**config.mk**
```make
export PLATFORM = sky130hd
export DESIGN_NAME = irqc_top
export DESIGN_NICKNAME = d
export VERILOG_FILES = /design/src/rtl/irqc_pkg.sv /design/src/rtl/irqc_sync.sv /design/src/rtl/irqc_detect.sv /design/src/rtl/irqc_regs.sv /design/src/rtl/irqc_out.sv /design/src/rtl/irqc_top.sv
export SDC_FILE = /design/constraint.sdc
export NUM_CORES = 1
export LEC_CHECK = 0
export BUFFER_PORTS_ARGS = -buffer_cell sky130_fd_sc_hd__buf_2
export CORE_ASPECT_RATIO = 1.4
export CORE_MARGIN = 2
export CORE_UTILIZATION = 45
export CTS_CLUSTER_SIZE = 30
export DETAILED_ROUTE_END_ITERATION = 8
export GPL_TIMING_DRIVEN = 0
export PLACE_DENSITY = 0.62
export SETUP_SLACK_MARGIN = 0.2
export SLEW_MARGIN = 20
export SYNTH_ARGS = -nofsm -noshare
export SYNTH_HDL_FRONTEND = slang
export SYNTH_SLANG_ARGS = --single-unit
```
**constraint.sdc**
```tcl
create_clock -name clk -period 2.3 [get_ports clk]
set_clock_uncertainty 0.1 [all_clocks]
set_input_delay 0.345 -clock clk [delete_from_list [all_inputs] [get_ports clk]]
set_output_delay 0.345 -clock clk [all_outputs]
set_load 0.01 [all_outputs]
```
**src/rtl/irqc_pkg.sv**
```systemverilog
// Shared constants for the interrupt controller: source count, bus widths
// and the register word addresses. Assumes a fixed 32-bit data bus.
package irqc_pkg;
    localparam int NSRC   = 32;
    localparam int ADDR_W = 4;
    localparam int ID_W   = $clog2(NSRC);

    localparam logic [ADDR_W-1:0] ADDR_STAT  = 4'h0;
    localparam logic [ADDR_W-1:0] ADDR_EN    = 4'h2;
    localparam logic [ADDR_W-1:0] ADDR_CRIT  = 4'h3;
    localparam logic [ADDR_W-1:0] ADDR_POL   = 4'h4;
    localparam logic [ADDR_W-1:0] ADDR_TRIG  = 4'h5;
    localparam logic [ADDR_W-1:0] ADDR_MSTAT = 4'h6;
endpackage

```
**src/rtl/irqc_sync.sv**
```systemverilog
// Two-flop synchroniser for a vector of independent asynchronous inputs.
// Assumes each bit is treated on its own; no multi-bit coherence is implied.
module irqc_sync #(
    parameter int W = 32
) (
    input  logic         clk,
    input  logic         rst_n,
    input  logic [W-1:0] async_i,
    output logic [W-1:0] sync_o
);
    logic [W-1:0] meta_q;
    logic [W-1:0] sync_q;

    // Purpose: two register stages to settle metastability.
    always_ff @(posedge clk) begin
        if (!rst_n) begin
            meta_q <= '0;
            sync_q <= '0;
        end else begin
            meta_q <= async_i;
            sync_q <= meta_q;
        end
    end

    assign sync_o = sync_q;
endmodule

```
**src/rtl/irqc_detect.sv**
```systemverilog
// Per-source event detection and status latching. Level mode sets the status
// bit every cycle the input is active, so a clear cannot win while the level
// is held. Edge mode compares the synchronised input with its previous value.
// A set always takes priority over a clear on the same edge.
module irqc_detect #(
    parameter int N = 32
) (
    input  logic         clk,
    input  logic         rst_n,
    input  logic [N-1:0] sync_i,
    input  logic [N-1:0] pol_i,
    input  logic [N-1:0] trig_i,
    input  logic [N-1:0] clr_i,
    output logic [N-1:0] stat_o
);
    logic [N-1:0] prev_q;
    logic [N-1:0] stat_q;
    logic [N-1:0] set_w;

    for (genvar b = 0; b < N; b++) begin : g_bit
        logic lvl_act;
        logic edge_evt;

        // Purpose: active level compares input with polarity.
        assign lvl_act  = (sync_i[b] == pol_i[b]);
        // Purpose: transition toward the active level is an edge event.
        assign edge_evt = lvl_act && (prev_q[b] != sync_i[b]);
        // Purpose: pick the detection style selected by the trigger bit.
        assign set_w[b] = trig_i[b] ? edge_evt : lvl_act;
    end

    // Purpose: keep the previous input sample and update the sticky status.
    always_ff @(posedge clk) begin
        if (!rst_n) begin
            prev_q <= '0;
            stat_q <= '0;
        end else begin
            prev_q <= sync_i;
            stat_q <= set_w | (stat_q & ~clr_i);
        end
    end

    assign stat_o = stat_q;
endmodule

```
**src/rtl/irqc_regs.sv**
```systemverilog
// Register file and bus decode. Holds enable, critical, polarity and trigger,
// turns status writes into a clear vector, and registers read data on the
// cycle after the read strobe. Unmapped addresses read zero and ignore writes.
module irqc_regs
    import irqc_pkg::*;
#(
    parameter int N  = NSRC,
    parameter int AW = ADDR_W
) (
    input  logic          clk,
    input  logic          rst_n,
    input  logic [AW-1:0] addr_i,
    input  logic          wr_i,
    input  logic          rd_i,
    input  logic [N-1:0]  wdata_i,
    output logic [N-1:0]  rdata_o,
    input  logic [N-1:0]  stat_i,
    input  logic [N-1:0]  mstat_i,
    output logic [N-1:0]  en_o,
    output logic [N-1:0]  crit_o,
    output logic [N-1:0]  pol_o,
    output logic [N-1:0]  trig_o,
    output logic [N-1:0]  clr_o
);
    logic [N-1:0] en_q, crit_q, pol_q, trig_q;
    logic [N-1:0] rd_mux;
    logic [N-1:0] rdata_q;

    // Purpose: configuration registers written by the bus.
    always_ff @(posedge clk) begin
        if (!rst_n) begin
            en_q   <= '0;
            crit_q <= '0;
            pol_q  <= '1;
            trig_q <= '0;
        end else if (wr_i) begin
            if (addr_i == ADDR_EN)   en_q   <= wdata_i;
            if (addr_i == ADDR_CRIT) crit_q <= wdata_i;
            if (addr_i == ADDR_POL)  pol_q  <= wdata_i;
            if (addr_i == ADDR_TRIG) trig_q <= wdata_i;
        end
    end

    // Purpose: a status write produces a write-one-to-clear vector.
    assign clr_o = (wr_i && addr_i == ADDR_STAT) ? wdata_i : '0;

    // Purpose: select the register named by the address for a read.
    always_comb begin
        case (addr_i)
            ADDR_STAT:  rd_mux = stat_i;
            ADDR_EN:    rd_mux = en_q;
            ADDR_CRIT:  rd_mux = crit_q;
            ADDR_POL:   rd_mux = pol_q;
            ADDR_TRIG:  rd_mux = trig_q;
            ADDR_MSTAT: rd_mux = mstat_i;
            default:    rd_mux = '0;
        endcase
    end

    // Purpose: capture read data on the strobe and hold it otherwise.
    always_ff @(posedge clk) begin
        if (!rst_n)    rdata_q <= '0;
        else if (rd_i) rdata_q <= rd_mux;
    end

    assign rdata_o = rdata_q;
    assign en_o    = en_q;
    assign crit_o  = crit_q;
    assign pol_o   = pol_q;
    assign trig_o  = trig_q;
endmodule

```
**src/rtl/irqc_out.sv**
```systemverilog
// Output stage: masking, routing to the critical and non-critical lines,
// and a priority pick of the highest-numbered pending source. Source n is
// bit N-1-n, so the highest-numbered source is the lowest set bit index.
module irqc_out #(
    parameter int N    = 32,
    parameter int ID_W = $clog2(N)
) (
    input  logic [N-1:0]    stat_i,
    input  logic [N-1:0]    en_i,
    input  logic [N-1:0]    crit_i,
    output logic [N-1:0]    mstat_o,
    output logic            crit_o,
    output logic            noncrit_o,
    output logic [ID_W-1:0] id_o,
    output logic            valid_o
);
    logic [N-1:0]    mstat;
    logic [ID_W-1:0] id_w;

    // Purpose: masked status is status gated by enable.
    assign mstat = stat_i & en_i;

    // Purpose: steer each pending source to one of the two request lines.
    assign crit_o    = |(mstat & crit_i);
    assign noncrit_o = |(mstat & ~crit_i);

    // Purpose: scan downward so the lowest set bit index wins last.
    always_comb begin
        id_w = '0;
        for (int i = N - 1; i >= 0; i--) begin
            if (mstat[i]) id_w = ID_W'(N - 1 - i);
        end
    end

    assign id_o    = id_w;
    assign valid_o = |mstat;
    assign mstat_o = mstat;
endmodule

```
**src/rtl/irqc_top.sv**
```systemverilog
// Top of the 32-source interrupt controller. Chains synchroniser, detection,
// register file and output stage. Assumes irq_in is asynchronous and that
// the bus strobes are synchronous to clk.
module irqc_top
    import irqc_pkg::*;
(
    input  logic              clk,
    input  logic              rst_n,
    input  logic [ADDR_W-1:0] bus_addr,
    input  logic              bus_wr,
    input  logic              bus_rd,
    input  logic [NSRC-1:0]   bus_wdata,
    output logic [NSRC-1:0]   bus_rdata,
    input  logic [NSRC-1:0]   irq_in,
    output logic              irq_crit_o,
    output logic              irq_noncrit_o,
    output logic [ID_W-1:0]   pend_id_o,
    output logic              pend_valid_o
);
    logic [NSRC-1:0] sync_s;
    logic [NSRC-1:0] stat_q;
    logic [NSRC-1:0] mstat;
    logic [NSRC-1:0] en_q, crit_q, pol_q, trig_q, clr_v;

    irqc_sync #(.W(NSRC)) u_sync (
        .clk     (clk),
        .rst_n   (rst_n),
        .async_i (irq_in),
        .sync_o  (sync_s)
    );

    irqc_detect #(.N(NSRC)) u_det (
        .clk    (clk),
        .rst_n  (rst_n),
        .sync_i (sync_s),
        .pol_i  (pol_q),
        .trig_i (trig_q),
        .clr_i  (clr_v),
        .stat_o (stat_q)
    );

    irqc_regs #(.N(NSRC), .AW(ADDR_W)) u_regs (
        .clk     (clk),
        .rst_n   (rst_n),
        .addr_i  (bus_addr),
        .wr_i    (bus_wr),
        .rd_i    (bus_rd),
        .wdata_i (bus_wdata),
        .rdata_o (bus_rdata),
        .stat_i  (stat_q),
        .mstat_i (mstat),
        .en_o    (en_q),
        .crit_o  (crit_q),
        .pol_o   (pol_q),
        .trig_o  (trig_q),
        .clr_o   (clr_v)
    );

    irqc_out #(.N(NSRC), .ID_W(ID_W)) u_out (
        .stat_i    (stat_q),
        .en_i      (en_q),
        .crit_i    (crit_q),
        .mstat_o   (mstat),
        .crit_o    (irq_crit_o),
        .noncrit_o (irq_noncrit_o),
        .id_o      (pend_id_o),
        .valid_o   (pend_valid_o)
    );
endmodule

```
### After elaboration in Yosys (flattened, before gate mapping)

Index checks and enable logic that the tools add are counted.

| storage, ports and cells | value |
|---|---|
| logic and storage cells | 191 |
| output and inout bits | 40 |
| register bits | 288 |

| operators by class | value |
|---|---|
| equal/unequal tests | 69 |
| muxes and demuxes | 65 |
| bitwise operators | 7 |
| reduce and logical (&&, ||, !) cells | 41 |

Operators with widths:

| operator | number |
|---|---|
| one-hot mux 32 bit (6 select lines) | 1 |
| bitwise AND 32 bit | 4 |
| OR reduction 32 bit | 3 |
| 2-to-1 mux 5 bit | 16 |
| inverter 32 bit | 2 |
| logical AND 1 bit | 33 |
| 2-to-1 mux 1 bit | 33 |
| equality test 1 bit | 32 |
| 2-to-1 mux 32 bit | 1 |
| 2-to-1 mux 4 bit | 8 |
| != test 1 bit | 32 |
| OR 32 bit | 1 |
| equality test 4 x 3 -> 1 bit (second input constant) | 3 |
| 2-to-1 mux 3 bit | 4 |
| equality test 4 x 2 -> 1 bit (second input constant) | 2 |
| AND reduction 2 bit | 4 |
| zero test 4 bit | 1 |
| 2-to-1 mux 2 bit | 2 |

### Depth between registers and ports, before layout

| depth | value |
|---|---|
| depth after elaboration | 32 |
| mapped depth | 8 |

### By module

A second synthesis with hierarchy kept.

| unflattened totals | value |
|---|---|
| cell total of the unflattened synthesis | 1,500 |
| area, all modules | 12,872.3 um^2 |

Modules (own cells, without submodules):

| module | area an instance (um^2) | cells an instance | instances |
|---|---|---|---|
| irqc_regs | 7,494.7 | 912 | 1 |
| irqc_detect | 2,681.3 | 295 | 1 |
| irqc_sync | 1,791.7 | 134 | 1 |
| irqc_out | 904.6 | 159 | 1 |

### Worst setup path after synthesis

OpenSTA, ideal clock, no wires.

| timing path | value |
|---|---|
| kind | flip-flop to output port |
| from | reg u_det.stat_q[5], in the netlist u_det.stat_o[5] |
| to | out pend_valid_o |
| path buffers | 0 |
| path slack | 0.420 ns |
| required time | 1.855 ns |
| stages on the path, launching flop included | 6 |
| arrival | 1.435 ns |
| path through | dfxtp_1 > nand2_1 > nand2_1 > nor2_1 > nand4_1 > or4_1 |

| between the ends | value |
|---|---|
| longest elaborated chain between the ends | 2 |

RTL lines:

| what | RTL line | source |
|---|---|---|
| from (decl) | irqc_detect.sv:17 | `logic [N-1:0] stat_q;` |
| from (signal assigned) | irqc_detect.sv:39 | `stat_q <= set_w \| (stat_q & ~clr_i);` |
| bitwise AND 32 bit | irqc_out.sv:21 | `assign mstat = stat_i & en_i;` |
| OR reduction 32 bit | irqc_out.sv:36 | `assign valid_o = \|mstat;` |
| to (decl) | irqc_top.sv:18 | `output logic pend_valid_o` |

No other way between the ends.

### Final worst setup path

| timing path | value |
|---|---|
| from | reg u_det.stat_q[29], in the netlist u_det.stat_o[29] |
| to | out pend_id_o[0] |

| between the ends | value |
|---|---|
| longest elaborated chain between the ends | 31 |

RTL lines:

| what | RTL line | source |
|---|---|---|
| bitwise AND 32 bit | irqc_out.sv:21 |  |
| 2-to-1 mux 2 bit (2 in a row) | irqc_out.sv:31 | `if (mstat[i]) id_w = ID_W'(N - 1 - i);` |
| 2-to-1 mux 3 bit (4 in a row) | irqc_out.sv:31 |  |
| 2-to-1 mux 4 bit (8 in a row) | irqc_out.sv:31 |  |
| 2-to-1 mux 5 bit (16 in a row) | irqc_out.sv:31 |  |
| to (decl) | irqc_top.sv:17 | `output logic [ID_W-1:0] pend_id_o,` |

No other way between the ends.

==> results_dict.tcl <==
set metrics [dict create \
    switchingPower_mw 2.55 \
    hold_violations 0 \
    critPathKind "flop to primary output" \
    fin_crit_sh_pct 109 \
    grt_first_pass_wirelength_um 65600 \
    die_h_um 198 \
    cts_tree "built" \
    cp.required_ns 1.86 \
    cts-buffers-inserted 28 \
    clk_latency_ns 0.56 \
    synthDistinctLibCells 49 \
    drv_slew 0 \
    drt_iter0_markers 858 \
    postRouteAntennaNets 0 \
    start_util_pct 45.3 \
    antenna_found_initial 0 \
    cp_data_arrival_time_ns 2.06 \
    async_flop_share_pct 0 \
    drc 0 \
    synth_fp_nets 1480 \
    regArea_um2 5890 \
    outcome "complete, but fails checks" \
    p_clk_share_pct 44.1 \
    synth_cells 1408 \
    whs_path_depth 4 \
    hold_path.class "input pin to flop" \
    finalWorstSetupSlack_ns -0.201 \
    vdd_drop_max_mv 0.704 \
    ios 112 \
    syn_area_per_cell_um2 8.58 \
    critPathMaxFanout 2 \
    cts_root_buf "clkbuf_16" \
    p_int_mw 8.36 \
    path_clk_slew_ns 0.06 \
    cts.sink_count 288 \
    num_rows 71 \
    ys_seq_area_share_pct 47.7 \
    hold_start "bus_rd" \
    wl_per_cell_um 21.8 \
    dp_slack_ns -0.345 \
    netlist_area_um2 12100 \
    antenna_cells 0 \
    groute.usage.overall_pct 30.8 \
    viasPerCell 5.68 \
    setup_violations 7 \
    cp-end-kind "primary output" \
    areaGrowthSynthToFinish_pct 29.0 \
    maxCapViolations 0 \
    ys.warnings.count 0 \
    core_area_um2 26700 \
    placed_area_um2 13000 \
    die_w_um 143 \
    violations "negative setup slack" \
    fill_cells 2462 \
    cellLeakagePower_nw 6.41 \
    layout.nets 1726 \
    gp_congestion 0.991 \
    drt_pre_antenna_iters 8 \
    max_freq_mhz 400 \
    r2r_start "u_det.stat_o[8]" \
    combPwrFrac_pct 7.6 \
    synth-seq-cells 288 \
    regToRegSetupSlack_ns 0.98 \
    grt_max_degree 15 \
    p_sw_share_pct 23.4 \
    cts_buffer_depth 3 \
    hold_end "u_regs.rdata_o[0]" \
    min_period_ns 2.50 \
    synth_top_flop_cell "dfxtp_1" \
    worst_setup_path_start_kind "flop" \
    ff2ff_path_depth 5 \
    powerDensity_nw_per_um2 700 \
    worstMarginPinSlew_ns 1.10 \
    io_buffers 106 \
    layout-drive-gt1-share_pct 21.3 \
    htreeDepth 1 \
    vias 11400 \
    grt_overflow 0 \
    maxSlewHeadroom_pct 26.7 \
    synth_enable_flop_cells 0 \
    die_area_um2 28200 \
    wirelength_um 43700 \
    postLayoutCellArea_um2 15600 \
    timing.rr.end "u_regs.rdata_o[8]" \
    pwr-share-seq_pct 48.3 \
    grt_pass1_vias 11000 \
    hpwl_um 30600 \
    rsz0062_at_grt "yes" \
    multi_input_area_um2 6280 \
]
## synthesized netlist by cell type (all sizes together), types with 26 or more instances
| cell type | n | area, um^2 |
|---|---|---|
| dfxtp | 288 | 5770 |
| nand3 | 98 | 490 |
| a22oi | 66 | 495 |
| a22o | 32 | 280 |
| buf | 31 | 188 |
| xnor2 | 27 | 236 |
| nor2b | 33 | 206 |
| nand2 | 351 | 1320 |
| and2 | 102 | 638 |
| a21boi | 103 | 773 |
| a21oi | 68 | 340 |
| xor2 | 26 | 228 |
| clkbuf | 61 | 229 |
## registers in the layout, indices dropped and copies added (netlist names)
signal,count
u_regs.rdata_o,32
u_sync.sync_o,32
u_regs.en_o,32
u_det.stat_o,32
u_regs.pol_o,32
u_sync.meta_q,32
u_regs.crit_o,32
u_det.prev_q,32
u_regs.trig_o,32
## routing by layer
| metal | global-route usage [%] | share of wire, % | vias to the layer above |
|---|---|---|---|
| met1 | 37.2 | 40 | 5513 |
| li1 | - | - | 5351 |
| met5 | 0 | 0 | - |
| met4 | 12.3 | 3.8 | 0 |
| met2 | 54.9 | 50 | 407 |
| met3 | 4.06 | 5.5 | 103 |
## worst max path at each step
stage          cells past startpoint            endpoint  slack (ns)        startpoint
6_report                           6        pend_id_o[0]       -0.20  u_det.stat_o[29]
5_1_grt                            6        pend_id_o[0]       -0.24  u_det.stat_o[22]
4_1_cts                            5        pend_valid_o       -0.19   u_regs.en_o[19]
3_5_place_dp                       6  u_regs.rdata_o[23]       -0.35       bus_addr[1]
3_3_place_gp                       6  u_regs.rdata_o[23]       -0.35       bus_addr[1]
2_1_floorplan                      5        pend_valid_o        0.42   u_det.stat_o[5]
## metrics by stage
stage / total power [mW] / TNS [ns] / util [%] / hold WS, ns / cells
2_1_floorplan: 5.72 / 0 / - / 0.312 / 1408
3_3_place_gp: 6.03 / -12.01 / 48.9 / 0.314 / 1842
3_5_place_dp: 6.05 / -13.37 / 48.9 / 0.318 / 1842
4_1_cts: 11.0 / -0.663 / 57.7 / 0.175 / 1994
5_1_grt: 11.3 / -1.14 / 58.5 / 0.217 / 2001
6_report: 10.9 / -0.759 / 58.5 / 0.189 / 2001
## cell families (layout without fill, tap and decap cells)
family                 count (synthesis)  in the layout  synth area share [%]
XOR/XNOR                              53             53                  3.84
AND/OR/NAND/NOR                      625            625                  24.4
flip-flops                           288            288                  47.7
AO/OA/AOI/OAI                        340            340                  20.3
buffers and inverters                102            367                  3.76
## placed cells by master (no fill, tap or decap), types with 13 or more instances in the layout
cell type and n:
nor2b_1 33, buf_6 17, buf_4 45, a21boi_1 49, a32oi_1 13, dlygate4sd3_1 64, a22o_1 32, nand3_1 89
a21boi_0 53, dfxtp_2 28, nand2_2 14, a21oi_1 67, xnor2_1 27, nand2_1 315, and2_1 100, clkbuf_1 65
xor2_1 26, dfxtp_1 235, buf_2 120, clkbuf_16 29, nand2_4 22, dfxtp_4 25, nand4_1 13, a22oi_1 65
## layout make-up
type | count | share of cell area [%]
timing repair buffer | 216 | 10.2
clock inverter | 7 | 0.747
sequential | 288 | 37.8
clock buffer | 42 | 5.42
buffer | 92 | 2.69
multi-input combinational | 1018 | 40.3
inverter | 10 | 0.241
tap | 328 | 2.63
## what timing repair did
item | in CTS | in global routing
setup buffers | 39 | 7
hold buffers | 64 | 0
hold endpoints to repair | 154 | 0
resized for setup | 154 | 48
setup endpoints to repair | 8 | 14
pin swaps | 37 | 17
## power groups by stage
stage | combinational (mW) | sequential (mW) | clock (mW)
4_1_cts | 0.811 | 5.27 | 4.89
3_3_place_gp | 0.654 | 5.38 | 0
3_5_place_dp | 0.665 | 5.38 | 0
2_1_floorplan | 0.383 | 5.34 | 0
6_report | 0.829 | 5.27 | 4.81
5_1_grt | 0.894 | 5.28 | 5.09
## worst max-delay path, cell delays in order (launching register included)
cell       delay, ns
dfxtp_4         0.36
and2_4          0.15
o211ai_1        0.08
a31o_2          0.30
a2111oi_4       0.35
a211oi_2        0.11
buf_2           0.16
(Power assumes the default switching activity.)
